===== src/rtl/ddr_phy_init_seq.sv =====
module ddr_phy_init_seq #(
  parameter int AW = 12,
  parameter int DW = 32,
  parameter int MASK_W = 16,
  parameter int SETTLE_CYCLES = 10,
  parameter int TIMEOUT_CYCLES = 100_000_000,
  parameter logic [AW-1:0] CTRL_ADDR = 12'h004,
  parameter logic [AW-1:0] STAT_ADDR = 12'h010,
  parameter int TRIG_BIT = 0,
  parameter int DONE_BIT = 0,
  parameter int ERR_LSB = 5,
  parameter int NERR = 5
) (
  input  logic              clk,
  input  logic              rst_n,
  input  logic              start,
  input  logic [MASK_W-1:0] step_mask,
  output logic              busy,
  output logic              done,
  output logic [NERR-1:0]   err_flags,
  output logic              timed_out,
  output logic [AW-1:0]     paddr,
  output logic              psel,
  output logic              penable,
  output logic              pwrite,
  output logic [DW-1:0]     pwdata,
  input  logic [DW-1:0]     prdata,
  input  logic              pready
);

  localparam int SW = $clog2(SETTLE_CYCLES + 1);
  localparam int TW = $clog2(TIMEOUT_CYCLES + 1);
  localparam logic [DW-1:0] TRIG = DW'(1) << TRIG_BIT;

  typedef enum logic [2:0] {
    S_IDLE, S_WSET, S_WACC, S_SETTLE, S_RSET, S_RACC
  } state_t;

  state_t          st;
  logic [DW-1:0]   wdata_q;
  logic [SW-1:0]   settle_q;
  logic [TW-1:0]   wdog_q;

  logic accept, stat_end, expire;
  logic [NERR-1:0] stat_err;
  logic unused_stat;

  assign accept   = (st == S_IDLE) && start;
  assign stat_err = prdata[ERR_LSB +: NERR];
  assign stat_end = (st == S_RACC) && pready && (prdata[DONE_BIT] || (|stat_err));
  assign expire   = busy && (wdog_q == TW'(TIMEOUT_CYCLES - 1)) && !stat_end;
  assign unused_stat = ^prdata;

  assign busy    = (st != S_IDLE);
  assign psel    = (st == S_WSET) || (st == S_WACC) || (st == S_RSET) || (st == S_RACC);
  assign penable = (st == S_WACC) || (st == S_RACC);
  assign pwrite  = (st == S_WSET) || (st == S_WACC);
  assign paddr   = pwrite ? CTRL_ADDR : STAT_ADDR;
  assign pwdata  = pwrite ? wdata_q : '0;

  always_ff @(posedge clk or negedge rst_n) begin
    if (!rst_n) begin
      st        <= S_IDLE;
      wdata_q   <= '0;
      settle_q  <= '0;
      wdog_q    <= '0;
      done      <= 1'b0;
      err_flags <= '0;
      timed_out <= 1'b0;
    end else begin
      if (accept) wdog_q <= '0;
      else if (busy) wdog_q <= wdog_q + 1'b1;

      if (expire) begin
        st        <= S_IDLE;
        timed_out <= 1'b1;
      end else begin
        case (st)
          S_IDLE: if (start) begin
            st        <= S_WSET;
            wdata_q   <= DW'(step_mask) | TRIG;
            done      <= 1'b0;
            err_flags <= '0;
            timed_out <= 1'b0;
          end
          S_WSET: st <= S_WACC;
          S_WACC: if (pready) begin
            st       <= S_SETTLE;
            settle_q <= '0;
          end
          S_SETTLE: begin
            settle_q <= settle_q + 1'b1;
            if (settle_q == SW'(SETTLE_CYCLES - 1)) st <= S_RSET;
          end
          S_RSET: st <= S_RACC;
          S_RACC: if (pready) begin
            if (stat_end) begin
              st        <= S_IDLE;
              done      <= 1'b1;
              err_flags <= stat_err;
            end else begin
              st <= S_RSET;
            end
          end
          default: st <= S_IDLE;
        endcase
      end
    end
  end

endmodule


===== config.mk =====
export PLATFORM = sky130hd
export DESIGN_NAME = ddr_phy_init_seq
export DESIGN_NICKNAME = d
export VERILOG_FILES = /design/src/rtl/ddr_phy_init_seq.sv
export SDC_FILE = /design/constraint.sdc
export NUM_CORES = 1
export LEC_CHECK = 0
export BUFFER_PORTS_ARGS = -buffer_cell sky130_fd_sc_hd__clkbuf_2
export CAP_MARGIN = 10
export CORE_MARGIN = 3
export CORE_UTILIZATION = 35
export DETAILED_ROUTE_END_ITERATION = 10
export PLACE_DENSITY_LB_ADDON = 0.05
export SYNTH_ARGS = -nofsm -noshare
export SYNTH_HDL_FRONTEND = slang
export SYNTH_SLANG_ARGS = --single-unit

===== constraint.sdc =====
create_clock -name clk -period 2.25 [get_ports clk]
set_input_delay 0.3375 -clock clk [delete_from_list [all_inputs] [get_ports clk]]
set_output_delay 0.3375 -clock clk [all_outputs]
set_load 0.01 [all_outputs]

==> metrics.md <==
| Metric | Value |
|---|---|
| Status | completed |
| Starting Density | 36.30% |
| Via Count | 2239 |
| Critical Path RT | 1.91 ns |
| Initial antenna violation count | 0 |
| Clock root buffer master | clkbuf_8 |
| Final setup margin | between 0.2 and 0.3 ns |
| Max cap viols | 0 |
| Achievable frequency | 0.5102 GHz |
| Die Height | 98.78 µm |
| Leakage power | 1.708 nW |
| Clk sinks | between 50 and 60 |
| Max clock buf depth | 2 |
| Largest net degree at the start of global routing | 24 |
| Clock Latency Late Sink | about 0.33 ns |
| Num CTS Buffers | 9 |
| Core footprint | ~8300 µm² |
| YS warnings | 0 |
| Relative slew margins | 63.45% |
| Layout cells sized above 1 | between 20% and 30% |
| Top FF cell, synth | dfrtp_1 |
| Kind of critical path | reg2out |
| Tcrit/Tclk final | 87.11% |
| # hold bufs at CTS | 1 |
| Synth Cell Area | roughly 3000 µm² |
| Synth Instances | 297 |
| Endpoints failing setup | 0 |
| VDD IR max | 0.5483 mV |
| Number of diodes | 0 |
| Clock-pin slew of the registers on the worst-case setup and hold paths | roughly 0.060 ns |
| Final hold slack | about 0.23 ns |
| Min cycle time layout | just under 2 ns |
| Total I/O pin count | 107 |
| Die area | between 9000 and 10000 µm² |
| Fin util | between 40% and 50% |
| CP max FO | 19 |
| Design area | between 3000 and 4000 µm² |
| Total design power | about 4.1 mW |
| Routed wire length | ~6000 µm |
| Fill cells | 850 |
| Setup Total Neg Slack | 0 ns |
| Final hold vios | 0 |
| Max-slew violation count | 0 |
| Synth async-reset ratio | 100.0% |
| RSZ-0062 raised after global routing | false |
| HP Class | in2reg |
| Crit end category | output port |
| Post-DR vias/cell | 4.734 |
| Worst slew pin tran | approximately 0.54 ns |
| CP Launch Type | register |
| Vias in the first global route | 2157 |
| Total GRT Usage | a little over an eighth |
| DPL Wire Length | between 4000 and 5000 µm |
| DRT iter0 DRCs | 70 |
| Syn avg cell area | slightly above 10 µm² |
| Layout Nets | roughly 420 |
| Crit path arrival time | 1.62 ns |
| Post-synthesis sequential area ratio | 47.34% |
| Cts repair resizes | 0 |
| P&R area growth vs syn | 17.07% |
| Die Wd | slightly below 100 µm |
| Post-Place Cells | 456 |
| Post-route ant nets | 0 |
| DR DRC count | 0 |
| Total gr overflow | 0 |
| CTS tree | done |
| Port buffer count | 53 |
| Final clock skew | ~0.013 ns |
| PwrDens | 1173 nW/µm² |
| H-tree depth | 3 |
| 1st-pass router iterations | 4 |
| GP Congestion | between 0.7 and 0.8 |
| Post-CTS Setup Inserts | 0 |
| Drt wl/cell | roughly 13 µm |
| Unique masters post-synth | 46 |
| First-pass GRT wire length | 10350 µm |
| Final Non-Filler Cells | about 470 |
| Area after DPL | 3344 µm² |
| Place WS | 0.3247 ns |
| Number of synthesized flops with an enable pin | 0 |
| Rows | 33 |
| Synthesized flop and latch total | 57 |
Yosys cell counts (all sizes together) (2+ instances only):
cell type	n	area share [%]
mux2i	5	1.7
buf	30	7.5
nand2b	3	0.62
a22o	2	0.58
nor2b	3	0.62
dfrtp	57	47
o211ai	8	2.0
nor4	4	1.5
nor3	2	0.71
nand3	22	3.7
nor4b	2	0.58
mux2	16	6.0
inv	6	0.83
o21ai	23	3.8
nand3b	3	0.75
nand2	34	4.5
nor2	11	1.4
and2	18	3.7
ha	3	1.2
a21oi	4	0.66
o31ai	10	2.5
clkbuf	6	0.75
nand4	5	1.0
and4	6	1.7
metal layers:
layer	global-route usage [%]	vias up	wire length (µm)
li1	-	1141	-
met1	18.21	1028	2957
met2	19.06	62	2585
met3	5.662	8	378
met4	3.571	0	63
met5	0	-	0
worst paths after layout:
path / endpoint / slack [ns] / from / depth (start not counted)
worst min register to register: wdata_q[0] / 0.47 / wdata_q[0] / 1
worst max register to register: wdog_q[26] / 0.34 / wdog_q[0] / 6
worst min-delay path: err_flags[3] / 0.23 / prdata[8] / 3
min in group asynchronous: wdata_q[9] / 0.48 / rst_n / 2
worst max-delay path: pwdata[4] / 0.29 / st[0] / 6
max in group asynchronous: wdog_q[19] / 1.09 / rst_n / 3
logic make-up after synthesis:
| group | after synthesis | synth area share [%] |
|---|---|---|
| compound gates | 52 | 10.96 |
| other cells | 1 | 0.1245 |
| fa+ha+maj | 3 | 1.246 |
| simple gates | 119 | 23.01 |
| flops | 57 | 47.34 |
| buf+inv | 42 | 9.095 |
| mux | 21 | 7.641 |
| xor+xnor | 2 | 0.5815 |
registers in the layout, summed over array words and instances (netlist names):
signal and cells:
wdog_q 27, wdata_q 16, err_flags 5, settle_q 4, st 3, done 1
timed_out 1
power breakdown:
group | switching (mW) | internal, mW | total (mW)
Combinational | 0.749 | 0.697 | 1.45
Clock | 0.402 | 0.425 | 0.827
Sequential | 0.396 | 1.47 | 1.87
Total | 1.55 | 2.59 | 4.14
cell usage in the layout, fill, tap and decap left out, types with 4 or more instances in the layout:
master    netlist  final
buf_4          28     12
dfrtp_1        57     57
a21oi_1         4      4
mux2_2         16     16
and2_1         18     18
clkbuf_2        0     53
and4_1          6      6
o31ai_1        10     10
nand4_1         5      5
nand3_1        22     22
o21ai_0        22     22
nor2_1         11     11
o211ai_1        8      8
mux2i_1         5      5
conb_1          1     26
nand2_1        33     33
clkbuf_8        0     10
inv_1           5      5
cell type report:
cell class / instances / area, µm² / share of cell area, %
Clock inverter: 5 / 31.28 / 0.8868
Multi-Input combinational cell: 223 / 1406 / 39.87
Inverter: 6 / 25.02 / 0.7095
Tap cell: 105 / 131.4 / 3.725
Sequential cell: 57 / 1426 / 40.44
Timing Repair Buffer: 66 / 365.4 / 10.36
Clock buffer: 11 / 141.4 / 4.009
critical path: stages, from the launching register on:
cell,delay (ns)
dfrtp_1,0.41
buf_4,0.19
xnor2_1,0.12
nor2_1,0.09
buf_4,0.20
and2_1,0.15
clkbuf_2,0.13
Power figures use the tool's default switching activity.
